File: src/rtl/cpp_pkg.sv
package cpp_pkg;

  typedef enum logic {
    KIND_RD = 1'b0,
    KIND_WR = 1'b1
  } kind_e;

  // clocks occupied by one burst on a double-rate data path
  function automatic int unsigned burst_clocks(logic bl8);
    return bl8 ? 32'd4 : 32'd2;
  endfunction

  function automatic logic code_reserved(int unsigned al, int unsigned cl,
                                         int unsigned al_max, int unsigned cl_min);
    return (al > al_max) || (cl < cl_min);
  endfunction

endpackage

File: src/rtl/cpp_cfg.sv
module cpp_cfg #(
  parameter int unsigned AL_W   = 3,
  parameter int unsigned CL_W   = 3,
  parameter int unsigned AL_MAX = 6,
  parameter int unsigned CL_MIN = 2,
  parameter int unsigned AL_RST = 0,
  parameter int unsigned CL_RST = 3
) (
  input  logic            clk,
  input  logic            rst_n,
  input  logic            cfg_we,
  input  logic [AL_W-1:0] cfg_al,
  input  logic [CL_W-1:0] cfg_cl,
  input  logic            idle,
  output logic [AL_W-1:0] al_q,
  output logic [CL_W-1:0] cl_q,
  output logic            err_q
);

  logic            bad;
  logic            take;
  logic [AL_W-1:0] al_d;
  logic [CL_W-1:0] cl_d;
  logic            err_d;

  always_comb begin
    bad   = cpp_pkg::code_reserved(32'(cfg_al), 32'(cfg_cl), AL_MAX, CL_MIN);
    take  = cfg_we && !bad && idle;
    al_d  = take ? cfg_al : al_q;
    cl_d  = take ? cfg_cl : cl_q;
    err_d = cfg_we && bad;
  end

  always_ff @(posedge clk or negedge rst_n) begin
    if (!rst_n) begin
      al_q  <= AL_W'(AL_RST);
      cl_q  <= CL_W'(CL_RST);
      err_q <= 1'b0;
    end else begin
      al_q  <= al_d;
      cl_q  <= cl_d;
      err_q <= err_d;
    end
  end

endmodule

File: src/rtl/cpp_delay.sv
module cpp_delay #(
  parameter int unsigned TAG_W = 6,
  parameter int unsigned DEPTH = 16
) (
  input  logic             clk,
  input  logic             rst_n,
  input  logic             in_vld,
  input  logic             in_wr,
  input  logic             in_bl8,
  input  logic [TAG_W-1:0] in_tag,
  output logic [DEPTH:0]   t_vld,
  output logic [DEPTH:0]   t_wr,
  output logic [DEPTH:0]   t_bl8,
  output logic [TAG_W-1:0] t_tag [0:DEPTH],
  output logic             busy
);

  // stage i holds the command accepted i+1 clocks ago
  logic [DEPTH-1:0] r_vld;
  logic [DEPTH-1:0] n_vld;
  logic [DEPTH-1:0] r_wr;
  logic [DEPTH-1:0] r_bl8;
  logic [TAG_W-1:0] r_tag [DEPTH];

  always_comb begin
    n_vld = {r_vld[DEPTH-2:0], in_vld};
  end

  always_ff @(posedge clk or negedge rst_n) begin
    if (!rst_n) r_vld <= '0;
    else        r_vld <= n_vld;
  end

  // payload stages load only when the stage behind them carries a command
  always_ff @(posedge clk) begin
    if (in_vld) begin
      r_wr[0]  <= in_wr;
      r_bl8[0] <= in_bl8;
      r_tag[0] <= in_tag;
    end
  end

  for (genvar i = 1; i < DEPTH; i++) begin : g_stage
    always_ff @(posedge clk) begin
      if (r_vld[i-1]) begin
        r_wr[i]  <= r_wr[i-1];
        r_bl8[i] <= r_bl8[i-1];
        r_tag[i] <= r_tag[i-1];
      end
    end
  end

  assign t_vld    = {r_vld, in_vld};
  assign t_wr     = {r_wr, in_wr};
  assign t_bl8    = {r_bl8, in_bl8};
  assign t_tag[0] = in_tag;
  for (genvar i = 1; i <= DEPTH; i++) begin : g_tap
    assign t_tag[i] = r_tag[i-1];
  end

  assign busy = |r_vld;

endmodule

File: src/rtl/cpp_win.sv
module cpp_win #(
  parameter int unsigned   TAG_W = 6,
  parameter int unsigned   DEPTH = 16,
  parameter int unsigned   IDX_W = 5,
  parameter cpp_pkg::kind_e KIND = cpp_pkg::KIND_RD
) (
  input  logic [DEPTH:0]   t_vld,
  input  logic [DEPTH:0]   t_wr,
  input  logic [DEPTH:0]   t_bl8,
  input  logic [TAG_W-1:0] t_tag [0:DEPTH],
  input  logic [IDX_W-1:0] base,
  output logic             win,
  output logic [TAG_W-1:0] tag
);

  localparam int unsigned SPAN = 4;

  logic [IDX_W:0] idx;

  // scan from the oldest start to the newest so the newest covering burst wins
  always_comb begin
    win = 1'b0;
    tag = '0;
    idx = '0;
    for (int o = SPAN - 1; o >= 0; o--) begin
      idx = {1'b0, base} + (IDX_W+1)'(o);
      if (32'(idx) <= DEPTH) begin
        if (t_vld[idx[IDX_W-1:0]] && (t_wr[idx[IDX_W-1:0]] == KIND) &&
            (32'(o) < cpp_pkg::burst_clocks(t_bl8[idx[IDX_W-1:0]]))) begin
          win = 1'b1;
          tag = t_tag[idx[IDX_W-1:0]];
        end
      end
    end
  end

endmodule

File: src/rtl/cas_post_pipe.sv
module cas_post_pipe #(
  parameter int unsigned TAG_W  = 6,
  parameter int unsigned AL_W   = 3,
  parameter int unsigned CL_W   = 3,
  parameter int unsigned AL_MAX = 6,
  parameter int unsigned CL_MIN = 2,
  parameter int unsigned AL_RST = 0,
  parameter int unsigned CL_RST = 3
) (
  input  logic             clk,
  input  logic             rst_n,
  input  logic             cmd_vld,
  input  logic             cmd_wr,
  input  logic             cmd_bl8,
  input  logic [TAG_W-1:0] cmd_tag,
  input  logic             cfg_we,
  input  logic [AL_W-1:0]  cfg_al,
  input  logic [CL_W-1:0]  cfg_cl,
  output logic             icmd_vld,
  output logic             icmd_wr,
  output logic             icmd_bl8,
  output logic [TAG_W-1:0] icmd_tag,
  output logic             rd_win,
  output logic [TAG_W-1:0] rd_tag,
  output logic             wr_win,
  output logic [TAG_W-1:0] wr_tag,
  output logic             cfg_err
);

  localparam int unsigned CL_TOP = (1 << CL_W) - 1;
  localparam int unsigned DEPTH  = AL_MAX + CL_TOP + 3;
  localparam int unsigned IDX_W  = $clog2(DEPTH + 1);

  logic [AL_W-1:0]  al_cur;
  logic [CL_W-1:0]  cl_cur;
  logic             busy;
  logic             idle;
  logic [DEPTH:0]   t_vld;
  logic [DEPTH:0]   t_wr;
  logic [DEPTH:0]   t_bl8;
  logic [TAG_W-1:0] t_tag [0:DEPTH];
  logic [IDX_W-1:0] rl;
  logic [IDX_W-1:0] wl;

  assign idle = !cmd_vld && !busy;

  cpp_cfg #(
    .AL_W(AL_W), .CL_W(CL_W), .AL_MAX(AL_MAX), .CL_MIN(CL_MIN),
    .AL_RST(AL_RST), .CL_RST(CL_RST)
  ) u_cfg (
    .clk(clk), .rst_n(rst_n), .cfg_we(cfg_we), .cfg_al(cfg_al),
    .cfg_cl(cfg_cl), .idle(idle), .al_q(al_cur), .cl_q(cl_cur),
    .err_q(cfg_err)
  );

  cpp_delay #(.TAG_W(TAG_W), .DEPTH(DEPTH)) u_dly (
    .clk(clk), .rst_n(rst_n), .in_vld(cmd_vld), .in_wr(cmd_wr),
    .in_bl8(cmd_bl8), .in_tag(cmd_tag), .t_vld(t_vld), .t_wr(t_wr),
    .t_bl8(t_bl8), .t_tag(t_tag), .busy(busy)
  );

  always_comb begin
    rl = IDX_W'(al_cur) + IDX_W'(cl_cur);
    wl = rl - IDX_W'(1);
  end

  // posted release: tap at the additive latency
  always_comb begin
    icmd_vld = t_vld[al_cur];
    icmd_wr  = t_wr[al_cur];
    icmd_bl8 = t_bl8[al_cur];
    icmd_tag = t_tag[al_cur];
  end

  cpp_win #(
    .TAG_W(TAG_W), .DEPTH(DEPTH), .IDX_W(IDX_W), .KIND(cpp_pkg::KIND_RD)
  ) u_rdw (
    .t_vld(t_vld), .t_wr(t_wr), .t_bl8(t_bl8), .t_tag(t_tag),
    .base(rl), .win(rd_win), .tag(rd_tag)
  );

  cpp_win #(
    .TAG_W(TAG_W), .DEPTH(DEPTH), .IDX_W(IDX_W), .KIND(cpp_pkg::KIND_WR)
  ) u_wrw (
    .t_vld(t_vld), .t_wr(t_wr), .t_bl8(t_bl8), .t_tag(t_tag),
    .base(wl), .win(wr_win), .tag(wr_tag)
  );

endmodule

File: config.mk
export PLATFORM = sky130hd
export DESIGN_NAME = cas_post_pipe
export DESIGN_NICKNAME = d
export VERILOG_FILES = /design/src/rtl/cpp_pkg.sv /design/src/rtl/cpp_cfg.sv /design/src/rtl/cpp_delay.sv /design/src/rtl/cpp_win.sv /design/src/rtl/cas_post_pipe.sv
export SDC_FILE = /design/constraint.sdc
export NUM_CORES = 1
export LEC_CHECK = 0
export ABC_AREA = 1
export BUFFER_PORTS_ARGS = -buffer_cell sky130_fd_sc_hd__clkbuf_2
export CAP_MARGIN = 5
export CORE_ASPECT_RATIO = 0.7
export CORE_MARGIN = 5
export CORE_UTILIZATION = 40
export DETAILED_ROUTE_END_ITERATION = 8
export GPL_TIMING_DRIVEN = 1
export PLACE_DENSITY_LB_ADDON = 0.08
export SETUP_SLACK_MARGIN = 0.15
export SLEW_MARGIN = 20
export SYNTH_ARGS = -nofsm -noshare
export SYNTH_HDL_FRONTEND = slang
export SYNTH_SLANG_ARGS = --single-unit
export TNS_END_PERCENT = 100
File: constraint.sdc
create_clock -name clk -period 5.8 [get_ports clk]
set_clock_uncertainty 0.05 [all_clocks]
set_input_delay 1.16 -clock clk [delete_from_list [all_inputs] [get_ports clk]]
set_output_delay 1.16 -clock clk [all_outputs]
set_load 0.005 [all_outputs]
==> results.json, run 1 <==
{
  "wire_per_inst_um": 24.3,
  "grt_usage_pct": 32.5,
  "powerDensity_nw_per_um2": 340,
  "hold_buffers": 0,
  "outcome": "finished, final reports clean",
  "grt_overflow_total": 0,
  "clock_sinks": 151,
  "required_ns": 4.59,
  "slew_headroom_pct": 34.5,
  "final_nets": 2030,
  "crit_arrival_ns": 4.30,
  "clock-root-buffer": "clkbuf_16",
  "synth_warnings": 0,
  "num_vias": 14400,
  "slew_violations": 0,
  "fmax_ghz": 0.181,
  "ys_ff_latch": 151,
  "netlist_area_sq_um": 12900,
  "finalHoldViolCount": 0,
  "wirelength_um": 59300,
  "syn-instance-count": 1993,
  "htreeDepth": 4,
  "gp_congestion": 1.02,
  "cts_tree": "built",
  "grt_max_degree": 227,
  "syn2layout_area_growth_pct": 11.0,
  "synth_fa_ha_area_share_pct": 1.60,
  "initial_core_util_pct": 40.3,
  "synth_compound_area_share_pct": 18.9,
  "peakVddDrop_uv": 163,
  "setup_viol": 0,
  "hpwl_um": 46300,
  "cts_made_buffers": 17,
  "total_power_uw": 4880,
  "synth-simple-area-share_pct": 34.8,
  "period_share_pct": 95.0,
  "fin_cells": 2437,
  "leakage_uw": 0.00638,
  "synth_top_cell_area_share_pct": 29.7,
  "clk_pin_slew_worst_paths_ns": 0.07,
  "period_needed_ns": 5.51,
  "clk_latency_ns": 0.45,
  "io_pins": 42,
  "dieHeight_um": 160,
  "drt_iter0_drc": 2150,
  "final_area_sq_um": 14400,
  "yosys.cell_types.count": 50,
  "syn_area_per_cell_sq_um": 6.49,
  "drtPass1Iterations": 5,
  "core_sq_um": 32100,
  "std_cell_rows": 55,
  "synth_top_family_by_area": "simple AND/OR/NAND/NOR gates",
  "synth_xor_area_share_pct": 0.454,
  "hold_depth": 0,
  "worst_slew_pin_slew_ns": 0.972,
  "endpoint_kind": "output port",
  "place_inst": 2398,
  "grt_setup_unrepaired": "true",
  "grt_antenna_before_repair": 3,
  "min_path_type": "reg -> reg",
  "worstSetupPathType": "reg -> out",
  "fin_setup_tns_ns": 0,
  "startpoint_type": "flop",
  "ant_nets": 0,
  "seq_area_frac_synth_pct": 34.2,
  "routed_via_density": 5.89,
  "layout-drive-gt1-share_pct": 10.3,
  "synthTopCellsByArea": "edfxtp_1 (30%), nand2_1 (21%), o21ai_0 (11%)",
  "syn_nets": 2027,
  "synth_top_cell_by_area": "edfxtp_1",
  "dieArea_sq_um": 36100,
  "dieWidth_um": 225,
  "placed_area_sq_um": 13500,
  "grt_first_pass_wirelength_um": 87200,
  "synthMuxAreaShare_pct": 0.512,
  "port_buffers": 41,
  "clockBufferDepth": 2,
  "drc": 0,
  "grt_pass1_vias": 12700,
  "r2r_cells": 5,
  "crit_path_max_fanout": 64,
  "maxCapViolations": 0
}
==> cell usage in the layout, fill, tap and decap left out, types with 6 or more instances in the layout <==
master and instances:
a21oi_1 80, a31oi_1 15, buf_4 47, clkbuf_16 17, clkbuf_2 41, dfrtp_1 21
edfxtp_1 128, ha_1 8, inv_1 167, inv_2 10, inv_6 6, nand2_1 731
nand2_2 17, nand2_4 7, nand3_1 210, nand4_1 14, nor2_1 64, nor2_2 7
o2111ai_1 6, o211ai_1 32, o21ai_0 267, o21ai_1 18
==> cells by family after synthesis <==
family	Yosys count
DFF	151
buffers and inverters	293
adders and majority gates	16
muxes	6
and+or+nand+nor	1074
xor gates and xnor gates	5
AOI/OAI and AO/OA	448
==> power by group <==
group	switching (uW)	internal [uW]
clock	513	695
combinational	1730	689
sequential	47.2	1200
total	2290	2590
==> cell type report <==
| class | count | area [sq um] |
|---|---|---|
| inverters | 182 | 692 |
| fillers | 3350 | 17800 |
| diodes | 1 | 2.50 |
| repair buffers | 94 | 668 |
| flip-flops and latches | 151 | 4420 |
| clock buffers | 17 | 425 |
| clock inverters | 15 | 201 |
| well taps | 427 | 534 |
| multi-input cells | 1550 | 7410 |
==> final timing paths <==
check	startpoint	endpoint	slack, ns
worst min-delay path	u_dly.t_bl8[6]$_DFFE_PP_	u_dly.t_bl8[7]$_DFFE_PP_	0.40
worst max-delay path	u_cfg.cl_q[0]$_DFFE_PN1P_	rd_tag[0]	0.29
worst min register to register	u_dly.t_bl8[6]$_DFFE_PP_	u_dly.t_bl8[7]$_DFFE_PP_	0.40
max in group asynchronous	rst_n	u_dly.r_vld[5]$_DFF_PN0_	4.64
min in group asynchronous	rst_n	u_dly.r_vld[12]$_DFF_PN0_	0.66
worst max register to register	u_dly.r_vld[1]$_DFF_PN0_	u_cfg.al_q[1]$_DFFE_PN0P_	3.48
==> critical path, cell delays in order (launching register included) <==
cell and delay [ns]:
dfstp_2 0.55, ha_4 0.14, fa_2 0.50, ha_4 0.43
inv_2 0.11, buf_12 0.21, nand3_1 0.13, nand2_1 0.11
nor2_1 0.12, o211ai_1 0.13, nand3_1 0.17, nand2_1 0.22
nand2_1 0.21, nand3_1 0.09, o21ai_1 0.36, nand2_1 0.11
nand2_1 0.09, clkbuf_2 0.11
==> timing repair <==
action,CTS,global route
buffers inserted,2,3
pin swaps,1,4
setup endpoints to repair,13,14
resized for setup,11,38
gates cloned,1,0
==> synth_stat cells (all sizes together) <==
cell,count
nand2,754
o21a,3
ha,15
a31oi,15
nand3b,3
o22ai,5
nor4,4
dfstp,2
clkbuf,43
xor2,5
dfrtp,21
o31ai,3
a221oi,3
or2,4
o21ai,287
fa,1
a22oi,2
a21oi,84
clkinv,3
buf,68
mux2,5
mux2i,1
nor2b,1
o221ai,4
a31o,2
inv,179
nor3,4
o2111ai,6
o211ai,32
nand4,14
nand3,217
a21boi,2
edfxtp,128
nor2,73
==> flip-flops by register name (all words and copies together), names as in the netlist <==
signal / cells
u_dly.r_tag: 96
u_dly.r_vld: 16
u_dly.t_bl8: 16
u_dly.t_wr: 16
u_cfg.al_q: 3
u_cfg.cl_q: 3
u_cfg.err_q: 1
==> per-layer routing <==
layer | track usage, % | routed length, um
met1 | 51.5 | 28200
met2 | 43.0 | 22900
met3 | 8.90 | 6780
met4 | 7.77 | 1420
met5 | 0 | 13
==> per-stage QoR <==
step | utilization, % | hold WS [ns] | worst slack (ns)
2_1_floorplan | - | 0.376 | 0.200
3_3_place_gp | 42.1 | 0.382 | 0.398
3_5_place_dp | 42.1 | 0.382 | 0.345
4_1_cts | 44.3 | 0.401 | 0.139
5_1_grt | 44.7 | 0.418 | 0.140
6_report | 44.7 | 0.403 | 0.287
Note: power is estimated with default switching activity, not from simulation.
==> run 2, diff against run 1 <==
--- a/config.mk
+++ b/config.mk
@@ -8,12 +8,14 @@
 export ABC_AREA = 1
 export BUFFER_PORTS_ARGS = -buffer_cell sky130_fd_sc_hd__clkbuf_2
 export CAP_MARGIN = 5
+export CELL_PAD_IN_SITES_DETAIL_PLACEMENT = 1
+export CELL_PAD_IN_SITES_GLOBAL_PLACEMENT = 2
 export CORE_ASPECT_RATIO = 0.7
 export CORE_MARGIN = 5
-export CORE_UTILIZATION = 40
+export CORE_UTILIZATION = 32
 export DETAILED_ROUTE_END_ITERATION = 8
 export GPL_TIMING_DRIVEN = 1
-export PLACE_DENSITY_LB_ADDON = 0.08
+export PLACE_DENSITY_LB_ADDON = 0.1
 export SETUP_SLACK_MARGIN = 0.15
 export SLEW_MARGIN = 20
 export SYNTH_ARGS = -nofsm -noshare
==> run 2 against run 1 <==
First-iteration DRC count is 39% lower; clock-buffer cell count increased by 1; critical path type unchanged; design area up 1.2%; non-clock buffer count grew 10; global-route usage fell by 2.7 points; final cell count rose by 4.8%; hold slack worse by 0.0024 ns.
==> results.json, run 2 (synthesis results as in run 1) <==
{
  "crit_arrival_ns": 4.25,
  "r2r_cells": 5,
  "hold_depth": 0,
  "std_cell_rows": 61,
  "leakage_uw": 0.00642,
  "dieWidth_um": 250,
  "clk_pin_slew_worst_paths_ns": 0.07,
  "peakVddDrop_uv": 234,
  "pwr-share-clk_pct": 23.6,
  "clockBufferDepth": 2,
  "n_antenna_cell": 0,
  "final_nets": 2040,
  "top_layer": "met4",
  "grt_first_pass_wirelength_um": 97500,
  "postLayoutCoreUtil_pct": 36.5,
  "layout-drive-gt1-share_pct": 10.6,
  "setup_viol": 0,
  "switchingPower_uw": 2410,
  "finalHoldViolCount": 0,
  "worst_slew_pin_slew_ns": 1.27,
  "wl_met3_um": 6810,
  "worstSetupPathType": "reg -> out",
  "slew_violations": 0,
  "whs_ns": 0.400,
  "num_vias": 14600,
  "grt_overflow_total": 0,
  "grt_setup_unrepaired": "true",
  "cts_tree": "built",
  "period_needed_ns": 5.46,
  "cts_made_buffers": 17,
  "port_buffers": 41,
  "initial_core_util_pct": 32.5,
  "grt_usage_pct": 29.8,
  "required_ns": 4.59,
  "wire_per_inst_um": 26.6,
  "core_sq_um": 39800,
  "final_area_sq_um": 14500,
  "regToRegSetupSlack_ns": 3.32,
  "intPower_uw": 2510,
  "dieHeight_um": 178,
  "min_to": "u_dly.t_bl8[7]$_DFFE_PP_",
  "m1WireLength_um": 32600,
  "hpwl_um": 53500,
  "pwr-share-seq_pct": 25.4,
  "r2r-end": "u_cfg.al_q[1]$_DFFE_PN0P_",
  "grt_antenna_before_repair": 1,
  "largest_reg_flops": 96,
  "crit_path_max_fanout": 13,
  "fin_setup_tns_ns": 0,
  "grt_max_degree": 86,
  "maxCapViolations": 0,
  "hold_start": "u_dly.t_bl8[6]$_DFFE_PP_",
  "routed_via_density": 5.71,
  "p_comb_share_pct": 51.0,
  "ant_nets": 0,
  "p_sw_share_pct": 49.0,
  "min_path_type": "reg -> reg",
  "hold_buffers": 0,
  "fmax_ghz": 0.183,
  "io_pins": 42,
  "clk_latency_ns": 0.45,
  "drtPass1Iterations": 5,
  "drc": 0,
  "fin_ws_ns": 0.336,
  "layout_common_cells": "nand2_1 (732), o21ai_0 (266), nand3_1 (209)",
  "placed_area_sq_um": 13800,
  "worstReg2RegStart": "u_dly.r_vld[1]$_DFF_PN0_",
  "htreeDepth": 4,
  "wirelength_um": 67800,
  "dieArea_sq_um": 44600,
  "syn2layout_area_growth_pct": 12.3,
  "endpoint_kind": "output port",
  "regMostFlops": "u_dly.r_tag",
  "gp_congestion": 0.975,
  "post-place-ws_ns": 0.480,
  "slew_headroom_pct": 14.7,
  "wl_met2_um": 27100,
  "grt_pass1_vias": 13900,
  "period_share_pct": 94.2,
  "clock-root-buffer": "clkbuf_16",
  "powerDensity_nw_per_um2": 339,
  "startpoint_type": "flop",
  "drt_iter0_drc": 1316,
  "outcome": "finished, final reports clean",
  "clock_sinks": 151,
  "final_common_cell": "nand2_1"
}
==> run 2: power by group through the flow <==
stage                     clock network (uW)  logic, uW  registers [uW]
after floorplan                            0       1430            1250
after global placement                     0       2350            1270
after detailed placement                   0       2360            1270
after CTS                               1180       2380            1250
after global routing                    1230       2720            1250
final                                   1160       2510            1250
==> run 2: worst max-delay path, stage by stage (launching register included) <==
cell      delay, ns
dfstp_2        0.55
ha_4           0.15
fa_2           0.51
ha_2           0.48
inv_2          0.09
nand2_1        0.10
nand2_2        0.08
inv_1          0.27
buf_4          0.27
nand3_1        0.08
nand2_1        0.12
nand2_1        0.11
nand3_1        0.12
nand3_1        0.08
nand2_1        0.11
nand2_4        0.12
o21ai_0        0.17
inv_1          0.05
nand2_1        0.11
nand2_1        0.09
clkbuf_2       0.14
==> run 2: final cells by class <==
class,count,area [sq um]
well taps,535,669
inverters,182,684
clock buffers,18,429
multi-input cells,1550,7440
flip-flops and latches,151,4420
fillers,5122,25300
repair buffers,104,729
clock inverters,14,161
==> run 2: worst max path at each step <==
stage               cells after the start   endpoint                      start
floorplan                              28  wr_tag[0]  u_cfg.cl_q[0]$_DFFE_PN1P_
global placement                       18  wr_tag[4]  u_cfg.al_q[0]$_DFFE_PN0P_
detailed placement                     23  wr_tag[2]  u_cfg.cl_q[0]$_DFFE_PN1P_
CTS                                    23  wr_tag[4]  u_cfg.cl_q[0]$_DFFE_PN1P_
global route                           24  wr_tag[4]  u_cfg.cl_q[0]$_DFFE_PN1P_
finish                                 20  wr_tag[4]  u_cfg.cl_q[0]$_DFFE_PN1P_
==> run 2: timing repair <==
action / CTS / global route
endpoints found under the setup margin: 7 / 13
resized for setup: 6 / 37
pin swaps: 0 / 3
cloned: 0 / 1
setup buffers: 0 / 2
==> run 2: metal layers <==
metal  GRT usage (%)  vias to the layer above
met5               0                        -
met4            5.70                        0
met3            9.28                       62
met2            42.7                      554
met1            44.2                     7291
li1                -                     6689
==> run 2: per-stage QoR <==
step | power (uW) | std cells
floorplan | 2690 | 1993
global placement | 3620 | 2519
detailed placement | 3630 | 2519
CTS | 4810 | 2551
global route | 5200 | 2554
finish | 4920 | 2554
